File: src/rtl/ckpt_pkg.sv
package ckpt_pkg;

  // Strobes from control to the counter table
  typedef struct packed {
    logic incEn;     // accepted decode adds to incIdx
    logic decEn;     // completion subtracts from cmpIdx
    logic rbClr;     // rollback clears survivor and younger entries
    logic flushClr;  // flush clears every entry
  } ctrlStrobe_t;

  // Distance of slot p from head h in a ring of the given depth
  function automatic int ringDist(input int p, input int h, input int depth);
    return (p >= h) ? (p - h) : (p + depth - h);
  endfunction

endpackage

File: src/rtl/ckpt_counters.sv
module ckpt_counters
  import ckpt_pkg::*;
#(
  parameter int DEPTH     = 8,
  parameter int ANY_LIMIT = 512,
  localparam int IDX_W    = (DEPTH > 1) ? $clog2(DEPTH) : 1,
  localparam int CNT_W    = $clog2(ANY_LIMIT + 1)
) (
  input  logic             clk,
  input  logic             rstN,
  input  ctrlStrobe_t      strobe,
  input  logic [IDX_W-1:0] incIdx,
  input  logic [IDX_W-1:0] cmpIdx,
  input  logic [IDX_W-1:0] rbIdx,
  input  logic [IDX_W-1:0] headIdx,
  output logic [DEPTH-1:0] zeroVec
);

  genvar gi;
  generate
    for (gi = 0; gi < DEPTH; gi++) begin : g_entry
      logic [CNT_W-1:0] cntQ;
      logic incHit, decHit, clrHit;

      always_comb begin
        incHit = strobe.incEn && (incIdx == IDX_W'(gi));
        decHit = strobe.decEn && (cmpIdx == IDX_W'(gi));
        clrHit = strobe.flushClr ||
                 (strobe.rbClr &&
                  (ringDist(gi, int'(headIdx), DEPTH) >= ringDist(int'(rbIdx), int'(headIdx), DEPTH)));
      end

      always_ff @(posedge clk) begin
        if (!rstN)       cntQ <= '0;
        else if (clrHit) cntQ <= '0;
        else             cntQ <= cntQ + CNT_W'(incHit) - CNT_W'(decHit);
      end

      assign zeroVec[gi] = (cntQ == '0);


      underflow_chk: assert property (@(posedge clk) disable iff (!rstN)
        (decHit && !incHit && !clrHit) |-> (cntQ != '0));
    end
  endgenerate


  rb_clear_chk: assert property (@(posedge clk) disable iff (!rstN)
    (strobe.rbClr && !strobe.flushClr) |=> zeroVec[$past(rbIdx)]);


  flush_clear_chk: assert property (@(posedge clk) disable iff (!rstN)
    strobe.flushClr |=> (&zeroVec));

endmodule

File: src/rtl/ckpt_ctrl.sv
module ckpt_ctrl
  import ckpt_pkg::*;
#(
  parameter int DEPTH     = 8,
  parameter int BR_LIMIT  = 64,
  parameter int ANY_LIMIT = 512,
  parameter int ST_LIMIT  = 64,
  localparam int IDX_W    = (DEPTH > 1) ? $clog2(DEPTH) : 1,
  localparam int OCC_W    = $clog2(DEPTH + 1),
  localparam int INST_W   = $clog2(ANY_LIMIT + 1),
  localparam int ST_W     = $clog2(ST_LIMIT + 1)
) (
  input  logic             clk,
  input  logic             rstN,
  input  logic             decValid,
  input  logic             decBranch,
  input  logic             decStore,
  output logic             decReady,
  output logic [IDX_W-1:0] decTag,
  input  logic             cmpValid,
  input  logic             rbValid,
  input  logic [IDX_W-1:0] rbTag,
  input  logic             flushAll,
  input  logic [DEPTH-1:0] zeroVec,
  output logic             commitValid,
  output logic [IDX_W-1:0] commitTag,
  output ctrlStrobe_t      strobe,
  output logic [IDX_W-1:0] headIdx
);

  logic [IDX_W-1:0]  headQ, tailQ;
  logic [OCC_W-1:0]  occQ;
  logic [INST_W-1:0] instQ;
  logic [ST_W-1:0]   storeQ;

  logic needNew, tableFull, decFire, openFire;

  function automatic logic [IDX_W-1:0] stepIdx(input logic [IDX_W-1:0] p);
    return (p == IDX_W'(DEPTH - 1)) ? '0 : p + IDX_W'(1);
  endfunction

  function automatic logic [IDX_W-1:0] backIdx(input logic [IDX_W-1:0] p);
    return (p == '0) ? IDX_W'(DEPTH - 1) : p - IDX_W'(1);
  endfunction

  always_comb begin
    needNew   = (occQ == '0) ||
                (decBranch && (instQ >= INST_W'(BR_LIMIT))) ||
                (instQ >= INST_W'(ANY_LIMIT)) ||
                (storeQ >= ST_W'(ST_LIMIT));
    tableFull = (occQ == OCC_W'(DEPTH));
    decReady  = !rbValid && !flushAll && !(needNew && tableFull);
    decTag    = needNew ? tailQ : backIdx(tailQ);
    decFire   = decValid && decReady;
    openFire  = decFire && needNew;

    commitValid = !rbValid && !flushAll && (occQ >= OCC_W'(2)) && zeroVec[headQ];
    commitTag   = headQ;
    headIdx     = headQ;

    strobe.incEn    = decFire;
    strobe.decEn    = cmpValid && !rbValid && !flushAll;
    strobe.rbClr    = rbValid && !flushAll;
    strobe.flushClr = flushAll;
  end

  always_ff @(posedge clk) begin
    if (!rstN) begin
      headQ  <= '0;
      tailQ  <= '0;
      occQ   <= '0;
      instQ  <= '0;
      storeQ <= '0;
    end else if (flushAll) begin
      headQ  <= tailQ;
      occQ   <= '0;
      instQ  <= '0;
      storeQ <= '0;
    end else if (rbValid) begin
      occQ   <= OCC_W'(ringDist(int'(rbTag), int'(headQ), DEPTH) + 1);
      tailQ  <= stepIdx(rbTag);
      instQ  <= '0;
      storeQ <= '0;
    end else begin
      if (commitValid) headQ <= stepIdx(headQ);
      if (openFire)    tailQ <= stepIdx(tailQ);
      occQ <= occQ + OCC_W'(openFire) - OCC_W'(commitValid);
      if (decFire) begin
        if (needNew) begin
          instQ  <= INST_W'(1);
          storeQ <= ST_W'(decStore);
        end else begin
          instQ  <= instQ + INST_W'(1);
          storeQ <= storeQ + ST_W'(decStore);
        end
      end
    end
  end


  keep_one_chk: assert property (@(posedge clk) disable iff (!rstN)
    ((occQ != '0) && !flushAll) |=> (occQ != '0));


  stall_full_chk: assert property (@(posedge clk) disable iff (!rstN)
    (decValid && !decReady && !rbValid && !flushAll) |-> (occQ == OCC_W'(DEPTH)));


  commit_drain_chk: assert property (@(posedge clk) disable iff (!rstN)
    commitValid |=> (occQ <= $past(occQ)));

endmodule

File: src/rtl/ckpt_commit_unit.sv
module ckpt_commit_unit
  import ckpt_pkg::*;
#(
  parameter int DEPTH     = 8,
  parameter int BR_LIMIT  = 64,
  parameter int ANY_LIMIT = 512,
  parameter int ST_LIMIT  = 64,
  localparam int IDX_W    = (DEPTH > 1) ? $clog2(DEPTH) : 1
) (
  input  logic             clk,
  input  logic             rstN,
  input  logic             decValid,
  input  logic             decBranch,
  input  logic             decStore,
  output logic             decReady,
  output logic [IDX_W-1:0] decTag,
  input  logic             cmpValid,
  input  logic [IDX_W-1:0] cmpTag,
  input  logic             rbValid,
  input  logic [IDX_W-1:0] rbTag,
  input  logic             flushAll,
  output logic             commitValid,
  output logic [IDX_W-1:0] commitTag
);

  ctrlStrobe_t      strobe;
  logic [DEPTH-1:0] zeroVec;
  logic [IDX_W-1:0] headIdx;

  ckpt_ctrl #(
    .DEPTH(DEPTH), .BR_LIMIT(BR_LIMIT), .ANY_LIMIT(ANY_LIMIT), .ST_LIMIT(ST_LIMIT)
  ) i_ctrl (
    .clk(clk), .rstN(rstN),
    .decValid(decValid), .decBranch(decBranch), .decStore(decStore),
    .decReady(decReady), .decTag(decTag),
    .cmpValid(cmpValid), .rbValid(rbValid), .rbTag(rbTag), .flushAll(flushAll),
    .zeroVec(zeroVec), .commitValid(commitValid), .commitTag(commitTag),
    .strobe(strobe), .headIdx(headIdx)
  );

  ckpt_counters #(
    .DEPTH(DEPTH), .ANY_LIMIT(ANY_LIMIT)
  ) i_counters (
    .clk(clk), .rstN(rstN), .strobe(strobe),
    .incIdx(decTag), .cmpIdx(cmpTag), .rbIdx(rbTag), .headIdx(headIdx),
    .zeroVec(zeroVec)
  );

endmodule

File: config.mk
export PLATFORM = sky130hd
export DESIGN_NAME = ckpt_commit_unit
export DESIGN_NICKNAME = d
export VERILOG_FILES = /design/src/rtl/ckpt_pkg.sv /design/src/rtl/ckpt_counters.sv /design/src/rtl/ckpt_ctrl.sv /design/src/rtl/ckpt_commit_unit.sv
export SDC_FILE = /design/constraint.sdc
export NUM_CORES = 1
export LEC_CHECK = 0
export BUFFER_PORTS_ARGS = -buffer_cell sky130_fd_sc_hd__buf_4
export CAP_MARGIN = 20
export CORE_ASPECT_RATIO = 0.8
export CORE_MARGIN = 8
export CORE_UTILIZATION = 39
export DETAILED_ROUTE_END_ITERATION = 10
export PLACE_DENSITY_LB_ADDON = 0.2
export RECOVER_POWER = 25
export SYNTH_ARGS = -nofsm -noshare
export SYNTH_HDL_FRONTEND = slang
export SYNTH_SLANG_ARGS = --single-unit
File: constraint.sdc
create_clock -name clk -period 3.8 [get_ports clk]
set_input_delay 0.38 -clock clk [delete_from_list [all_inputs] [get_ports clk]]
set_output_delay 0.38 -clock clk [all_outputs]
set_load 0.1 [all_outputs]
==> metrics, run 1 <==
Core ar. 0.02168 mm²; CTS tree built; Worst EP required around 4000 ps; Final Critical Period between 3000 and 4000 ps; FF-to-FF path depth 14; post-synthesis mux area share 0.005915; launching point of the worst reg2reg path i_ctrl.commitTag[1]; final HPWL from detailed placement 14160 µm; initial DRC count 224; top cell type's share of synthesized area 0.2582; Final nets 1283; area delta synth->final 10.43%; RR Endpoint i_ctrl.occQ[2]; Slew Viols, Final 0; Avg Cell Area, Syn 8.316 µm²; flop2flop setup slack between 300 and 400 ps; final wirelength 17690 µm; Startpoint Class flip-flop; Hold EP i_ctrl.commitTag[0]; fraction of registers with async set/reset 0; Min-Delay Path Class in -> reg; Vias 6624; count leader, synth ha_1; number of port buffers 21; first-pass GRT wire length 30530 µm; Chip Width 182.7 µm; total track usage 0.1364; # resized after CTS 0; initial antenna violation count 0; combinational share of power 0.429; PwrDens about 400 mW/mm²; Area contributors post-synth ha_1 (26%), dfxtp_1 (25%), inv_1 (7.2%), nor2_1 (6.4%), xnor2_1 (4.6%); die height 149.4 µm; status finished, final reports clean; vias per cell 4.790; setup_tns 0 ps; clock slew at reported path FFs approximately 80 ps; Pwr Total approximately 3800 µW; final setup fails 0; Clk network pwr share 0.244; # rows 48; initial core utilization 0.4000; largest net degree at the start of global routing 21; Synth Area in Simple Gates 0.1624; DRC viols 0; WP data arrival 3720 ps; Worst slew margin 0.1669; Finished Core Util 0.4418; Syn Nets 1248; Post-synth EDFFs 0; Clock Skew 11.61 ps; H-tree Lvls 3; Adder-Cell Fraction of Synth Area 0.2871; RePlAce Congestion between 0.7 and 0.8; Seq pwr share 0.327; # diodes 0; post-route ant nets 0; period utilization 0.9196; hold buffers post-CTS 0; top cells by instance count after synthesis ha_1 (179), inv_1 (166), nor2_1 (149); post-synthesis xor/xnor area fraction 0.07776; Switch Pwr 1430 µW; Slew @ Worst Pin roughly 1300 ps; Routed wire per std cell 12.79 µm; worst vdd ir 0.0002417 V; Fin. Hold Viols 0; worst-path fanout max 9; vias in the first global route 6421; root buffer cell clkbuf_16; TritonRoute pass-1 iters 5; Seq/Total Area, Yosys 0.2470; Boundary Pins 22; worst-skew pair later-pin latency 360 ps; largest family of logic cells by synthesized area adder cells; synth unique cells 70; clk buf depth 2; Post CTS Setup Buffer Count 0; DIE AREA between 0.02 and 0.03 mm²; sw frac 0.3738; type of the worst setup path reg -> reg; Placed Area 0.009314 mm²; Worst setup EP type flip-flop; Final Instance Area about 0.0096 mm²; Fmax 286.2 MHz; Internal 2395 µW; share of cells above drive strength 1 0.06279; Compound-Gate Fraction of Synth Area 0.1421; worst hold path depth 2; Synth Flop Type dfxtp_1; leakage 0.004064 µW; Post-Syn Instances 1043; mapped cell area 0.008673 mm²; critical hold path startpoint rstN; CTS buffer count 9; RSZ-0062 raised after global routing false; area leader, netlist ha_1; Max-Cap Viols 0; grt ovf 0; fillers 2200; Synth warnings 0; clk sinks 107; FF+latch count, synth around 110
[through the flow]
step / std cells / hold WS [ps] / setup slack, ps
2_1_floorplan: 1043 / 431.8 / -83.92
3_3_place_gp: 1367 / 443.0 / 363.2
3_5_place_dp: 1367 / 444.0 / 313.7
4_1_cts: 1383 / 288.6 / 302.9
5_1_grt: 1383 / 291.4 / 9.250
6_report: 1383 / 298.4 / 305.4
[logic make-up (layout without fill, tap and decap cells)]
kind of cell	count (synthesis)	after routing
XOR/XNOR	77	77
other	1	1
AO/OA/AOI/OAI	186	186
multiplexers	5	5
buffers and inverters	177	217
adder cells (fa/ha/maj)	192	192
AND/OR/NAND/NOR	298	298
flip-flops	107	107
[critical path: stages (launching register included)]
cell and delay [ps]:
dfxtp_1 620, clkbuf_1 430, o41ai_1 260, o32a_1 240, a22oi_2 300, clkinvlp_4 200, ha_1 310, inv_1 60
ha_1 170, inv_1 50, fa_1 370, xor2_1 140, nor2_1 60, a21oi_1 110, nor2_1 50
[registers in the layout, indices dropped and copies added, names as in the netlist]
signal	count
i_counters.g_entry.cntQ	80
i_ctrl.occQ	4
i_ctrl.storeQ	7
i_ctrl.instQ	10
i_ctrl.commitTag	3
i_ctrl.tailQ	3
[how the worst max path moves through the flow]
stage,start,cells past startpoint,end
after floorplan,i_ctrl.occQ[2],17,i_counters.g_entry[4].cntQ[8]
after global placement,rbTag[0],14,i_counters.g_entry[2].cntQ[8]
after detailed placement,i_ctrl.occQ[2],17,i_counters.g_entry[7].cntQ[8]
after CTS,i_ctrl.occQ[2],17,i_counters.g_entry[7].cntQ[8]
after global routing,i_ctrl.occQ[2],17,i_counters.g_entry[7].cntQ[8]
final,i_ctrl.commitTag[1],14,i_ctrl.occQ[2]
[power groups by stage]
| stage | Sequential, µW | Combinational, µW | Clock, µW |
|---|---|---|---|
| after floorplan | 1290 | 1290 | 0 |
| after global placement | 1280 | 1650 | 0 |
| after detailed placement | 1280 | 1650 | 0 |
| after CTS | 1250 | 1660 | 972 |
| after global routing | 1260 | 1860 | 1020 |
| final | 1250 | 1640 | 933 |
[per-layer routing]
| layer | vias to the layer above | GRT usage | routed length [µm] |
|---|---|---|---|
| li1 | 3553 | - | - |
| met1 | 2984 | 0.1880 | 9491 |
| met2 | 68 | 0.2136 | 7385 |
| met3 | 19 | 0.02605 | 541 |
| met4 | 0 | 0.03887 | 272 |
| met5 | - | 0 | 0 |
[layout by cell type (no fill, tap or decap), types with 8 or more instances in the layout]
master / count
clkbuf_16: 9
buf_4: 26
nand2b_1: 27
nand2_1: 38
nand4_1: 15
o21bai_1: 11
o21ai_0: 26
inv_1: 165
xor2_1: 31
dfxtp_1: 106
xnor2_1: 46
nor3_1: 13
nor2b_1: 10
nand3_1: 8
a21oi_1: 64
nor2_1: 149
ha_1: 179
a21o_1: 17
fa_1: 12
[area by class of cell]
| type | count | area, µm² | area share |
|---|---|---|---|
| repair buffers | 34 | 241.5 | 0.02521 |
| well taps | 300 | 375.4 | 0.03919 |
| clock inverters | 7 | 70.07 | 0.007315 |
| inverters | 167 | 630.6 | 0.06584 |
| multi-input cells | 759 | 5892 | 0.6152 |
| clock buffers | 9 | 225.2 | 0.02351 |
| flip-flops and latches | 107 | 2143 | 0.2238 |
(Power assumes the default switching activity.)
==> run 2: changes to the inputs <==
CORE_UTILIZATION = 35   (was 39)
==> run 2 against run 1 <==
Effect of this change: critical endpoint is now i_ctrl.occQ[3]; global-route usage is 0.88 points lower; critical path type unchanged; clock power is 8% higher; combinational power about the same; first-iteration DRC count grew 60%; total power rose by 2.1%.
==> metrics, run 2 (same netlist as run 1, synthesis figures left out) <==
status finished, final reports clean; Vias roughly 6700; vias per cell 4.761; Chip Width 192 µm; fillers 2537; vias in the first global route 6434; Finished Core Util 0.3945; flop2flop setup slack 270 ps; FF-to-FF path depth 13; CP bufs+invs 3; Startpoint Class flip-flop; Fmax 283.6 MHz; H-tree Lvls 3; Slew @ Worst Pin 1232 ps; period utilization 0.9278; CTS buffer count 9; final wirelength 18290 µm; Top delay family on crit path compound AO/OA/AOI/OAI gates; initial core utilization 0.3558; Routed wire per std cell 13.06 µm; Clock Skew 11.13 ps; RSZ-0062 raised after global routing false; Final Critical Period around 3500 ps; area delta synth->final 10.88%; launching point of the worst reg2reg path i_ctrl.commitTag[1]; final HPWL from detailed placement 14620 µm; # rows 51; share of cells above drive strength 1 0.06377; post-route ant nets 0; type of the worst setup path reg -> reg; worst path cell trace inv_2, or4_4, a32oi_2, a22oi_2, clkinvlp_4, ha_1, inv_1, ha_1, a21o_1, a21oi_1, xor2_1, nor2_1, a211oi_1; hold buffers post-CTS 0; clk sinks around 110; most used cell, CP ha_1; Crit-path slowest cell dfxtp_1; Largest regs i_counters.g_entry.cntQ: 80 flops, i_ctrl.instQ: 10 flops, i_ctrl.storeQ: 7 flops; final setup fails 0; WP data arrival 3810 ps; worst-skew pair later-pin latency 360 ps; Boundary Pins 22; worst vdd ir 0.0002099 V; total track usage 0.1276; DRC viols 0; sw frac 0.3672; final worst slack 274.3 ps; Switch Pwr 1434 µW; Final nets between 1000 and 1500; critical hold path startpoint rstN; Hold EP i_ctrl.tailQ[0]; Worst EP required 4080 ps; initial DRC count 358; first-pass GRT wire length 31350 µm; Min-Delay Path Class in -> reg; Clk network pwr share 0.259; largest net degree at the start of global routing 19; root buffer cell clkbuf_16; Core ar. 0.02438 mm²; Worst setup EP type flip-flop; # diodes 0; Slew Viols, Final 0; combinational share of power 0.421; CTS tree built; clk buf depth 2; Seq pwr share 0.320; pre-CTS worst setup slack 335.9 ps; RR Endpoint i_ctrl.occQ[3]; clock slew at reported path FFs ~80 ps; Fin. Hold Viols 0; Max-Cap Viols 0; commonest non-fill, non-tap cell in the layout ha_1; worst-path fanout max 10; number of port buffers 21; TritonRoute pass-1 iters 5; grt ovf 0; leakage 0.004078 µW; max reg flops 80; Worst path max stage delay approximately 670 ps; DIE AREA approximately 0.030 mm²; worst hold path depth 2; Worst slew margin 0.1823; PwrDens 406.0 mW/mm²; most frequent cells in the layout ha_1 (179), inv_1 (165), nor2_1 (149); RePlAce Congestion 0.7658; Internal 2471 µW; Most flops, register i_counters.g_entry.cntQ; initial antenna violation count 0; die height 156.8 µm; setup_tns 0 ps
[run 2: area by class of cell]
type / instances / area [µm²] / share of cell area
Inverter: 167 / 630.6 / 0.06557
Sequential cell: 107 / 2143 / 0.2229
Clock buffer: 10 / 239.0 / 0.02485
Tap cell: 318 / 397.9 / 0.04137
Clock inverter: 6 / 71.32 / 0.007416
Multi-Input combinational cell: 759 / 5893 / 0.6128
Timing Repair Buffer: 33 / 241.5 / 0.02511
[run 2: worst reg2reg max path, cell delays in order (launching register included)]
cell and delay, ps:
dfxtp_1 670, inv_2 280, or4_4 610, a32oi_2 320, a22oi_2 160, clkinvlp_4 120
ha_1 200, inv_1 50, ha_1 260, a21o_1 180, a21oi_1 160, xor2_1 170
nor2_1 60, a211oi_1 200
[run 2: per-layer routing]
metal,part of all wire,vias up,GRT usage,wire (µm)
met4,0.011,0,0.03050,202
met3,0.026,14,0.02335,478
met1,0.54,3038,0.1826,9913
met5,0,-,0,0
met2,0.42,59,0.1942,7690
li1,-,3554,-,-
[run 2: power by group through the flow]
| stage | Combinational (µW) | Sequential (µW) | Clock [µW] |
|---|---|---|---|
| after floorplan | 1290 | 1290 | 0 |
| after global placement | 1650 | 1280 | 0 |
| after detailed placement | 1650 | 1280 | 0 |
| after CTS | 1670 | 1250 | 1060 |
| after global routing | 1870 | 1260 | 1090 |
| final | 1640 | 1250 | 1010 |
[run 2: worst max path at each step]
stage	from	end	slack, ps	cells after the start
finish	i_ctrl.commitTag[1]	i_ctrl.occQ[3]	270	13
global placement	i_ctrl.occQ[2]	i_counters.g_entry[7].cntQ[8]	400	17
floorplan	i_ctrl.occQ[2]	i_counters.g_entry[4].cntQ[8]	-80	17
detailed placement	i_ctrl.occQ[2]	i_counters.g_entry[7].cntQ[8]	340	17
global route	i_ctrl.occQ[2]	i_counters.g_entry[7].cntQ[8]	5	17
CTS	i_ctrl.occQ[2]	i_counters.g_entry[7].cntQ[8]	310	17
[run 2: per-stage QoR]
step | hold WS, ps | cells | cell area [µm²] | power [µW]
after floorplan | 431.8 | 1043 | 8715 | 2577
after global placement | 440.8 | 1384 | 9329 | 2930
after detailed placement | 444.9 | 1384 | 9329 | 2933
after CTS | 281.9 | 1400 | 9639 | 3976
after global routing | 287.4 | 1400 | 9617 | 4219
final | 302.1 | 1400 | 9617 | 3905
[run 2: what timing repair did]
action,4_1_cts,5_1_grt
setup endpoints to repair,0,1
gates resized for setup,0,1
setup buffers,0,0
hold endpoints to repair,0,0
==> run 3: changes to the inputs <==
clock period = 4.5 ns   (was 3.8 ns; I/O delays follow)
==> run 3 against run 2 <==
Effect of this change: via count fell by 1.7%; critical path depth rose by 4; fmax down 6.6%; die area stayed put; utilization is 0.24 points lower; wire length down 0.24%; sequential share of layout area is 0.12 points higher; total power down 15%; worst setup slack improved by 450 ps; largest power group unchanged.
==> metrics, run 3 (same netlist as run 1, synthesis figures left out) <==
area delta synth->final 10.20%; sum of routed wire segments on met1 9981 µm; Core ar. 0.02438 mm²; # diodes 0; Slew @ Worst Pin 1213 ps; Clock Skew 8.049 ps; Worst EP required between 4000 and 5000 ps; die height 156.8 µm; RR Endpoint i_counters.g_entry[3].cntQ[8]; critical hold path startpoint rstN; worst path cell trace inv_1, ha_1, nand2b_1, o211ai_1, buf_4, a21boi_0, nand2_1, or2_2, nor2_1, ha_1, fa_1, a21o_1, a21oi_1, o31ai_1, o41ai_1, xor2_1, nor2_1; H-tree Lvls 3; Crit-path slowest cell fa_1; final wirelength approximately 18000 µm; met2 wire length around 7500 µm; largest net degree at the start of global routing 17; flop2flop setup slack 730 ps; leakage 0.004067 µW; most frequent cells in the layout ha_1 (179), inv_1 (167), nor2_1 (149); setup_tns 0 ps; Startpoint Class flip-flop; DIE AREA around 0.03 mm²; final HPWL from detailed placement 14170 µm; Worst slew margin 0.1947; grt ovf 0; fillers 2521; Final Critical Period 3774 ps; status finished, final reports clean; # resized after CTS 0; RePlAce Congestion 0.8208; PwrDens 345.5 mW/mm²; Min-Delay Path Class in -> reg; Most flops, register i_counters.g_entry.cntQ; crit path to i_counters.g_entry[3].cntQ[8]; hold buffers post-CTS 0; initial antenna violation count 0; root buffer cell clkbuf_16; Post CTS Setup Buffer Count 0; DRC viols 0; # rows 51; TritonRoute pass-1 iters 5; Boundary Pins 22; Fmax 264.9 MHz; Chip Width 192 µm; period utilization 0.8387; Worst path max stage delay 420 ps; Largest regs i_counters.g_entry.cntQ: 80 flops, i_ctrl.instQ: 10 flops, i_ctrl.storeQ: 7 flops; clk buf depth 2; Critical Path Source i_ctrl.occQ[2]; RSZ-0062 raised after global routing false; WP data arrival 4010 ps; initial core utilization 0.3558; Worst setup EP type flip-flop; worst-skew pair later-pin latency 360 ps; Fin. Hold Viols 0; Max-Cap Viols 0; post-route ant nets 0; total track usage 0.1265; Slew Viols, Final 0; Post-Route Hold Slack 380.3 ps; first-pass GRT wire length 30970 µm; vias per cell 4.688; worst-path fanout max 10; CTS buffer count 9; FF-to-FF path depth 17; max reg flops 80; worst vdd ir 0.0001936 V; multi-input logic area 0.005852 mm²; Routed wire per std cell 13.05 µm; type of the worst setup path reg -> reg; launching point of the worst reg2reg path i_ctrl.occQ[2]; commonest non-fill, non-tap cell in the layout ha_1; Final nets ~1300; Reg area 0.002142 mm²; vias in the first global route roughly 6500; uppermost layer routed met4; Detail Route met3 WL roughly 500 µm; number of port buffers 21; CTS tree built; initial DRC count around 270; final setup fails 0; Vias between 6000 and 7000; clk sinks ~110; share of cells above drive strength 1 0.05370; clock slew at reported path FFs 70 ps
==> run 3: cell count changes in the layout (fill, tap and decap cells not counted), moves of 2 or more <==
cell      delta
buf_4        -2
a21oi_4      -2
inv_1        +2
a21oi_2      +2
clkbuf_1     +2
==> run 3: critical path: cells and delay by family, from the launching register on <==
family,cells,cell delay (ps)
XOR/XNOR,1,180
adder cells (fa/ha/maj),3,780
AND/OR/NAND/NOR,5,690
buffers and inverters,2,350
flip-flops,1,300
AO/OA/AOI/OAI,6,1340
==> run 3: metrics by stage <==
step           power [µW]  cells  worst slack [ps]  area (µm²)    util
6_report             3302   1398             725.7        9558  0.3921
5_1_grt              3569   1398             464.6        9558  0.3921
4_1_cts              3367   1398             788.6        9600  0.3939
3_5_place_dp         2454   1382             830.8        9271  0.3804
3_3_place_gp         2457   1382             860.5        9271  0.3804
2_1_floorplan        2167   1043             81.61        8685       -
==> run 3: worst min path at each step <==
stage               cells after the start  slack, ps                  end
floorplan                               2        430     i_ctrl.storeQ[6]
global placement                        2        460     i_ctrl.storeQ[6]
detailed placement                      2        460      i_ctrl.instQ[9]
CTS                                     2        360  i_ctrl.commitTag[0]
global route                            2        360      i_ctrl.tailQ[1]
finish                                  2        380      i_ctrl.tailQ[0]
==> run 3: area by class of cell <==
type | instances | share of cell area
Multi-Input combinational cell | 759 | 0.6123
Inverter | 167 | 0.06558
Sequential cell | 107 | 0.2241
Timing Repair Buffer | 31 | 0.02199
Clock buffer | 12 | 0.02684
Tap cell | 318 | 0.04163
Clock inverter | 4 | 0.007593
==> run 3: power by group <==
part	total [µW]	switching, µW	internal, µW
Combinational	1360	762	593
Clock	891	373	518
Sequential	1060	33.9	1020
Total	3300	1170	2130
==> run 3: layer usage <==
metal / global-route usage / vias to the layer above
met5: 0 / -
met4: 0.04031 / 0
met3: 0.02536 / 10
met2: 0.1933 / 43
met1: 0.1752 / 2952
li1: - / 3549
